<file path="src/rtl/fpm_pkg.sv">
package fpm_pkg;

    localparam int EXP_W  = 8;
    localparam int FRAC_W = 23;
    localparam int WORD_W = 1 + EXP_W + FRAC_W;
    localparam int SIG_W  = FRAC_W + 1;
    localparam int PROD_W = 2 * SIG_W;
    localparam int BIAS   = (1 << (EXP_W - 1)) - 1;
    localparam int EXP_MAX = (1 << EXP_W) - 1;
    localparam int EXPI_W = EXP_W + 2;

    typedef enum logic [1:0] {
        CLS_NORM = 2'd0,
        CLS_ZERO = 2'd1,
        CLS_INF  = 2'd2,
        CLS_NAN  = 2'd3
    } cls_e;

    typedef struct packed {
        logic              sign;
        logic [EXP_W-1:0]  exp;
        logic [FRAC_W-1:0] frac;
    } fp_word_t;

    typedef struct packed {
        cls_e              cls;
        logic              sign;
        logic [EXP_W-1:0]  exp;
        logic [SIG_W-1:0]  sig;
    } opnd_t;

    function automatic fp_word_t make_word(input logic s,
                                           input logic [EXP_W-1:0] e,
                                           input logic [FRAC_W-1:0] f);
        fp_word_t w;
        w.sign = s;
        w.exp  = e;
        w.frac = f;
        return w;
    endfunction

    function automatic fp_word_t quiet_nan();
        return make_word(1'b0, {EXP_W{1'b1}}, {1'b1, {(FRAC_W-1){1'b0}}});
    endfunction

    function automatic fp_word_t signed_inf(input logic s);
        return make_word(s, {EXP_W{1'b1}}, {FRAC_W{1'b0}});
    endfunction

    function automatic fp_word_t signed_zero(input logic s);
        return make_word(s, {EXP_W{1'b0}}, {FRAC_W{1'b0}});
    endfunction

endpackage

</file>
<file path="src/rtl/fpm_classify.sv">
module fpm_classify
    import fpm_pkg::*;
(
    input  fp_word_t w_i,
    output opnd_t    o_o
);

    always_comb begin
        o_o.sign = w_i.sign;
        o_o.exp  = w_i.exp;
        o_o.sig  = {1'b1, w_i.frac};
        if (w_i.exp == {EXP_W{1'b1}}) begin
            o_o.cls = (w_i.frac != '0) ? CLS_NAN : CLS_INF;
        end else if (w_i.exp == '0) begin
            o_o.cls = CLS_ZERO;
        end else begin
            o_o.cls = CLS_NORM;
        end
    end

endmodule

</file>
<file path="src/rtl/fpm_sig_round.sv">
module fpm_sig_round
    import fpm_pkg::*;
(
    input  logic [SIG_W-1:0]  sig_a_i,
    input  logic [SIG_W-1:0]  sig_b_i,
    output logic [FRAC_W-1:0] frac_o,
    output logic [1:0]        exp_inc_o
);

    logic [PROD_W-1:0] prod;
    logic [PROD_W-1:0] norm;
    logic              hi;
    logic [FRAC_W-1:0] kept;
    logic              guard;
    logic              sticky;
    logic              round_up;
    logic [FRAC_W:0]   sum;
    logic              carry;

    always_comb begin
        prod     = PROD_W'(sig_a_i) * PROD_W'(sig_b_i);
        hi       = prod[PROD_W-1];
        norm     = hi ? prod : {prod[PROD_W-2:0], 1'b0};
        kept     = norm[PROD_W-2 -: FRAC_W];
        guard    = norm[PROD_W-2-FRAC_W];
        sticky   = |norm[PROD_W-3-FRAC_W:0];
        round_up = guard & (sticky | kept[0]);
        sum      = {1'b0, kept} + {{FRAC_W{1'b0}}, round_up};
        carry    = sum[FRAC_W];
        frac_o   = sum[FRAC_W-1:0];
        exp_inc_o = {1'b0, hi} + {1'b0, carry};
    end

    always_comb begin
        // both significands carry a leading one, so the normalized product must too
        a_r6_norm_leading_one: assert (!(sig_a_i[SIG_W-1] && sig_b_i[SIG_W-1]) || norm[PROD_W-1])
            else $error("normalized product lost its leading one");
        // a carry out of the fraction needs an all-ones fraction and a set guard bit
        a_r8_carry_needs_full_fraction: assert (!carry || ((&kept) && guard))
            else $error("rounding carry without saturated fraction");
    end

endmodule

</file>
<file path="src/rtl/fpm_exp_adjust.sv">
module fpm_exp_adjust
    import fpm_pkg::*;
(
    input  logic [EXP_W-1:0]         exp_a_i,
    input  logic [EXP_W-1:0]         exp_b_i,
    input  logic [1:0]               exp_inc_i,
    output logic [EXP_W-1:0]         exp_o,
    output logic                     too_big_o,
    output logic                     too_small_o
);

    logic [EXPI_W-1:0] sum;

    always_comb begin
        sum = {2'b00, exp_a_i} + {2'b00, exp_b_i}
            + {{(EXPI_W-2){1'b0}}, exp_inc_i}
            - EXPI_W'(BIAS);
        exp_o       = sum[EXP_W-1:0];
        too_small_o = sum[EXPI_W-1] || (sum == '0);
        too_big_o   = !sum[EXPI_W-1] && (sum[EXPI_W-2:0] >= (EXPI_W-1)'(EXP_MAX));
    end

    always_comb begin
        // one exponent cannot be both above and below range
        a_r11_range_exclusive: assert (!(too_big_o && too_small_o))
            else $error("exponent flagged both too big and too small");
    end

endmodule

</file>
<file path="src/rtl/fpm_select.sv">
module fpm_select
    import fpm_pkg::*;
(
    input  opnd_t             op_a_i,
    input  opnd_t             op_b_i,
    input  logic [FRAC_W-1:0] frac_i,
    input  logic [EXP_W-1:0]  exp_i,
    input  logic              too_big_i,
    input  logic              too_small_i,
    output fp_word_t          res_o,
    output logic              ovf_o,
    output logic              unf_o
);

    logic sgn;
    logic any_nan;
    logic any_inf;
    logic any_zero;
    logic inf_zero;

    always_comb begin
        sgn      = op_a_i.sign ^ op_b_i.sign;
        any_nan  = (op_a_i.cls == CLS_NAN)  || (op_b_i.cls == CLS_NAN);
        any_inf  = (op_a_i.cls == CLS_INF)  || (op_b_i.cls == CLS_INF);
        any_zero = (op_a_i.cls == CLS_ZERO) || (op_b_i.cls == CLS_ZERO);
        inf_zero = any_inf && any_zero;

        res_o = make_word(sgn, exp_i, frac_i);
        ovf_o = 1'b0;
        unf_o = 1'b0;
        if (any_nan || inf_zero) begin
            res_o = quiet_nan();
        end else if (any_inf) begin
            res_o = signed_inf(sgn);
            ovf_o = 1'b1;
        end else if (any_zero) begin
            res_o = signed_zero(sgn);
        end else if (too_big_i) begin
            res_o = signed_inf(sgn);
            ovf_o = 1'b1;
        end else if (too_small_i) begin
            res_o = signed_zero(sgn);
            unf_o = 1'b1;
        end
    end

    always_comb begin
        // no subnormal result ever leaves the block
        a_r11_no_subnormal_out: assert ((res_o.exp != '0) || (res_o.frac == '0))
            else $error("subnormal result produced");
        // an infinity operand outside the invalid cases always raises overflow
        a_r3_inf_raises_overflow: assert (!(any_inf && !any_nan && !any_zero) || ovf_o)
            else $error("infinity operand without overflow flag");
    end

endmodule

</file>
<file path="src/rtl/fpmul_sp.sv">
module fpmul_sp
    import fpm_pkg::*;
(
    input  logic [WORD_W-1:0] a,
    input  logic [WORD_W-1:0] b,
    output logic [WORD_W-1:0] result,
    output logic              overflow,
    output logic              underflow
);

    localparam int N_OPS = 2;

    fp_word_t          words [N_OPS];
    opnd_t             ops   [N_OPS];
    logic [FRAC_W-1:0] frac_r;
    logic [1:0]        exp_inc;
    logic [EXP_W-1:0]  exp_f;
    logic              too_big;
    logic              too_small;
    fp_word_t          res_w;

    assign words[0] = fp_word_t'(a);
    assign words[1] = fp_word_t'(b);

    for (genvar i = 0; i < N_OPS; i++) begin : g_cls
        fpm_classify u_cls (
            .w_i (words[i]),
            .o_o (ops[i])
        );
    end

    fpm_sig_round u_round (
        .sig_a_i   (ops[0].sig),
        .sig_b_i   (ops[1].sig),
        .frac_o    (frac_r),
        .exp_inc_o (exp_inc)
    );

    fpm_exp_adjust u_exp (
        .exp_a_i     (ops[0].exp),
        .exp_b_i     (ops[1].exp),
        .exp_inc_i   (exp_inc),
        .exp_o       (exp_f),
        .too_big_o   (too_big),
        .too_small_o (too_small)
    );

    fpm_select u_sel (
        .op_a_i      (ops[0]),
        .op_b_i      (ops[1]),
        .frac_i      (frac_r),
        .exp_i       (exp_f),
        .too_big_i   (too_big),
        .too_small_i (too_small),
        .res_o       (res_w),
        .ovf_o       (overflow),
        .unf_o       (underflow)
    );

    assign result = res_w;

    always_comb begin
        // flags are mutually exclusive at the ports
        a_r11_flags_exclusive: assert (!(overflow && underflow))
            else $error("both flags raised");
        // overflow always comes with an infinite magnitude
        a_r9_overflow_is_inf: assert (!overflow || (result[WORD_W-2:0] == {{EXP_W{1'b1}}, {FRAC_W{1'b0}}}))
            else $error("overflow without infinity");
        // underflow always comes with a zero magnitude
        a_r10_underflow_is_zero: assert (!underflow || (result[WORD_W-2:0] == '0))
            else $error("underflow without zero");
        // the canonical NaN never carries a flag
        a_r1_nan_no_flags: assert ((result != WORD_W'(quiet_nan())) || (!overflow && !underflow))
            else $error("flag raised with NaN result");
        // every non-NaN result carries the XOR of the operand signs
        a_r5_sign_xor: assert ((result == WORD_W'(quiet_nan())) || (result[WORD_W-1] == (a[WORD_W-1] ^ b[WORD_W-1])))
            else $error("result sign mismatch");
    end

endmodule

</file>
<file path="config.mk">
export PLATFORM = sky130hd
export DESIGN_NAME = fpmul_sp
export DESIGN_NICKNAME = d
export VERILOG_FILES = /design/src/rtl/fpm_pkg.sv /design/src/rtl/fpm_classify.sv /design/src/rtl/fpm_sig_round.sv /design/src/rtl/fpm_exp_adjust.sv /design/src/rtl/fpm_select.sv /design/src/rtl/fpmul_sp.sv
export SDC_FILE = /design/constraint.sdc
export NUM_CORES = 2
export LEC_CHECK = 0
export BUFFER_PORTS_ARGS = -buffer_cell sky130_fd_sc_hd__buf_4
export CORE_MARGIN = 5
export CORE_UTILIZATION = 60
export DETAILED_ROUTE_END_ITERATION = 6
export PLACE_DENSITY = 0.78
export SLEW_MARGIN = 20
export SYNTH_ARGS = -nofsm -noshare
export SYNTH_HDL_FRONTEND = slang
export SYNTH_SLANG_ARGS = --single-unit
</file>
<file path="constraint.sdc">
create_clock -name vclk -period 11.9
set_input_delay 0.595 -clock vclk [all_inputs]
set_output_delay 0.595 -clock vclk [all_outputs]
set_load 0.005 [all_outputs]
</file>
==> After elaboration in Yosys (flattened, before gate mapping) <==
Cells that the tools add are included.
{ "op_classes": {"add_sub_neg": 5, "n_mul": 1, "n_lt_le_gt_ge": 1, "eq_ne": 8, "muxes": 21, "n_bitwise": 3, "n_reduce_logical": 14} }
{ "op_table": {"columns": ["operator", "n"], "rows": [
  ["$mux W31", 4],
  ["$mul A24 B24 Y48", 1],
  ["$mux W47", 1],
  ["$reduce_bool A23 Y1", 2],
  ["$mux W32", 1],
  ["$add A23 B1 Y24", 1],
  ["$reduce_or A23 Y1", 1],
  ["$eq A8 B8 Y1 const B", 2],
  ["$logic_not A8 Y1", 2],
  ["$mux W1", 13],
  ["$add A10 B2 Y10", 1],
  ["$logic_not A10 Y1", 1],
  ["$sub A10 B7 Y10 const B", 1],
  ["$add A8 B8 Y9", 1],
  ["$ge A9 B8 Y1 const B", 1],
  ["$eq A2 B2 Y1 const B", 4],
  ["$logic_or A1 B1 Y1", 5],
  ["$eq A2 B1 Y1 const B", 2],
  ["$mux W2", 2],
  ["$add A1 B1 Y2", 1],
  ["$logic_and A1 B1 Y1", 2],
  ["$and A1 B1 Y1", 1],
  ["$logic_not A1 Y1", 1],
  ["$or A1 B1 Y1", 1],
  ["$xor A1 B1 Y1", 1]
]} }
{ "totals": {"regBits": 0, "inputBits": 64, "output_inout_bits": 34, "word_cells": 53} }

==> Logic depth before layout (Yosys ltp) <==
{ "logic_depth": {"depth_word": 16, "ltp_mapped": 43, "mapped_depth_nobuf": 40} }

==> Modules after synthesis <==
Synthesis repeated with hierarchy kept, for this count alone.
{ "unflattened": {"cells_unflattened": 2618, "area_unflattened_um2": 22101.2} }
{ "modules_own_cells": {"columns": ["mod", "instances", "cells_each", "area_each_um2", "seq_area_each_um2"], "rows": [
  ["fpm_sig_round", 1, 2406, 20474.6, 0.0],
  ["fpm_classify", 2, 49, 349.1, 0.0],
  ["fpm_exp_adjust", 1, 66, 560.5, 0.0],
  ["fpm_select", 1, 48, 367.9, 0.0]
]} }

==> Worst setup path before layout <==
Ideal clock, no wire load.
{ "synth_timing": {"kind": "input port to output port", "startpoint": "input port b[12]", "endpoint": "output port result[0]", "arrival_ns": 10.126, "required_time_ns": 11.305, "path_slack_ns": 1.179, "path_stages": 40, "n_path_buf": 4, "path_cell_list": "clkbuf_1 clkbuf_1 nand2_1 fa_1 inv_1 fa_1 inv_1 fa_1 inv_1 fa_1 fa_1 fa_1 inv_1 fa_1 inv_1 ha_1 and2_1 clkbuf_1 [4 not listed] o21ai_1 a211oi_4 nand4_4 or3_4 a211oi_2 ha_1 inv_1 fa_1 nor2_1 nand2_1 xor2_1 or4_1 a21oi_1 o22ai_1 nor2b_1 nand2_1 clkbuf_1 nor2_1"} }
{ "synth_between": {"elab_chain_cells": 16, "word_cells_on_any_way": 30, "classes_between": "add/sub: 4; mul: 1; order compare: 1; eq/ne: 3; mux: 8; bitwise: 2; reduce/logical: 11"} }
{ "synth_lines": {"columns": ["item", "line", "text"], "rows": [
  ["from (decl)", "fpmul_sp.sv:5", "input logic [WORD_W-1:0] b,"],
  ["branches (longest 15 deep; another with $mul A24 B24 Y48)", null, null],
  ["$mux W32 *", "fpm_select.sv:31", "if (any_nan || inf_zero) begin"],
  ["to (decl)", "fpmul_sp.sv:6", "output logic [WORD_W-1:0] result,"]
]} }
Every way passes the cells marked *.

==> Worst setup path in the final report <==
{ "layout_timing": {"startpoint": "input port a[9]", "endpoint": "output port result[8]"} }
{ "layout_between": {"elab_chain_cells": 16, "word_cells_on_any_way": 30, "classes_between": "add/sub: 4; mul: 1; order compare: 1; eq/ne: 3; mux: 8; bitwise: 2; reduce/logical: 11"} }
{ "layout_lines": {"columns": ["item", "line", "text"], "rows": [
  ["from (decl)", "fpmul_sp.sv:4", "input logic [WORD_W-1:0] a,"],
  ["branches (longest 15 deep; another with $mul A24 B24 Y48)", null, null],
  ["$mux W32 *", "fpm_select.sv:31", null]
]} }
Marks and branches as above.

==> results.py <==
metrics = {
    "layout": {
        "antenna_cells": 0,
        "areaGrowthSynthToFinish_pct": 6.187,
        "finalNonFillerCells": 3030,
        "regArea_sq_um": 0,
        "nFillCells": 2969,
        "flops_and_latches": 0,
        "drive_gt1_frac": 0.08213,
        "postLayoutCellArea_sq_mm": 0.02274,
        "nets": 3305,
        "num-clock-buffers": 0,
        "final_core_util": 0.6425,
    },
    "floorplan": {
        "die_area_sq_mm": 0.03957,
        "die_h_um": 198.9,
        "ioPinCount": 98,
        "die_width_um": 198.9,
        "fp.coreArea_sq_mm": 0.03540,
        "row_count": 69,
        "initial_utilization": 0.6050,
    },
    "detailed_routing": {
        "drc": 0,
        "dr.first_iter.drc_count": 1157,
        "dr_total_vias": 17540,
        "post_drt_wl_per_cell_um": 20.00,
        "via_per_inst": 5.790,
        "drtPass1Iterations": 6,
        "ant_nets": 0,
        "drt_wl_total_mm": 60.59,
    },
    "synthesis": {
        "synth_cell_types": 85,
        "synthSimpleGateAreaFrac": 0.1952,
        "yosys.area.top_type_share": 0.4524,
        "ys_warn_count": 0,
        "syn_area_sq_mm": 0.02142,
        "synth_area_per_cell_sq_um": 8.421,
        "yosys.area.top_type": "fa_1",
        "synth_commonest_cells": "inv_1, fa_1, nand2_1",
        "synth_cells": 2543,
        "seq_area_frac_synth": 0,
        "synth-compound-area-share": 0.07905,
        "synthAdderAreaFrac": 0.5611,
        "synth_top_family_by_area": "adder cells",
        "synth_area_leaders": "fa_1, ha_1, inv_1",
        "yosysMostFrequentCell": "inv_1",
        "synthXorXnorAreaFrac": 0.03260,
        "synth_nets": 3277,
        "synthMuxAreaShare": 0.005959,
    },
    "setup_path": {
        "crit_buf_inv": 9,
        "end_kind": "output pin",
        "required_ns": 11.31,
        "path_class": "input port to output pin",
        "crit_top_cell": "fa_1",
        "slowest_delay_ns": 0.57,
        "crit_family": "adder cells",
        "cp.arrival_ns": 10.95,
        "cp_slowest_cell": "fa_1",
        "critPathMaxFanout": 25,
        "cp-start-kind": "input port",
    },
    "timing": {
        "hold_viol": 0,
        "slew_headroom": 0.5179,
        "setup-violations-final": 0,
        "slew_viol_final": 0,
        "finalCritPeriodShare": 0.9701,
        "fin_crit_ns": 11.54,
        "timing.fmax_mhz": 86.62,
        "tightest_slew_ns": 0.7165,
    },
    "global_routing": {
        "grt_antenna_before_repair": 0,
        "grt_pass1_vias": 18900,
        "grt_overflow": 0,
        "grt_first_pass_wirelength_mm": 97.95,
        "grtUsageTotal": 0.3124,
        "grt_max_degree": 26,
    },
    "min_path": {
        "hold_class": "input port to output pin",
    },
    "place": {
        "routabilityCongestion": 0.9636,
        "placed_cells": 3022,
        "portBuffers": 98,
        "place_area_sq_mm": 0.02254,
        "hpwl_mm": 49.10,
    },
    "run": {
        "maxCapViolCount": 0,
    },
    "status": {
        "status": "completed",
    },
    "cts": {
        "cts_hold_buf": 0,
    },
}
metrics by stage:
stage | TNS, ns | setup WS, ns | hold WS, ns
5_1_grt | -0.008312 | -0.008312 | 1.539
6_report | 0 | 0.3557 | 1.514
3_5_place_dp | 0 | 0.2452 | 1.516
2_1_floorplan | 0 | 1.179 | 1.322
3_3_place_gp | 0 | 0.4530 | 1.509
4_1_cts | 0 | 0.1958 | 1.522
placed cells by master, fill, tap and decap left out, drive strengths merged, types with 29 or more instances in the layout:
| master | instances |
|---|---|
| inv | 588 |
| fa | 484 |
| nand2 | 334 |
| and2 | 256 |
| ha | 186 |
| buf | 142 |
| nor2 | 95 |
| a21oi | 71 |
| o21ai | 53 |
| xnor2 | 49 |
| nand3 | 34 |
| xor2 | 29 |
cells by family after synthesis:
| kind of cell | Yosys count |
|---|---|
| simple gates | 836 |
| mux | 12 |
| buf+inv | 709 |
| compound gates | 238 |
| fa+ha+maj | 670 |
| xor+xnor | 78 |
path summary, 6_finish.rpt:
kind,start,to,slack (ns),cells after the start
setup / recovery,a[9],result[8],0.36,41
hold / removal,a[31],result[31],1.51,4
tightest hold or removal path, stage by stage:
cell and delay (ns):
buf_4 0.08, xnor2_1 0.05, nor2_1 0.08, buf_4 0.11
area by class of cell:
cell class                 instances  area, sq um  share of cell area
tap                              461        576.8             0.02536
timing repair buffer             142         1112             0.04891
inverter                         593         2241             0.09854
multi-input combinational       1834        18810              0.8272
routing by layer:
layer	wire length [um]	global-route usage
met1	22490	0.3945
met2	29650	0.5327
met5	0	0
met3	5378	0.05962
met4	3077	0.1254
what timing repair did:
action	4_1_cts	5_1_grt
buffers inserted	0	8
resized for setup	0	34
hold endpoints to repair	0	0
setup endpoints to repair	0	30
Power is not shown: default switching activity piles up to over one toggle a cycle in this logic, so the estimate is an artifact.
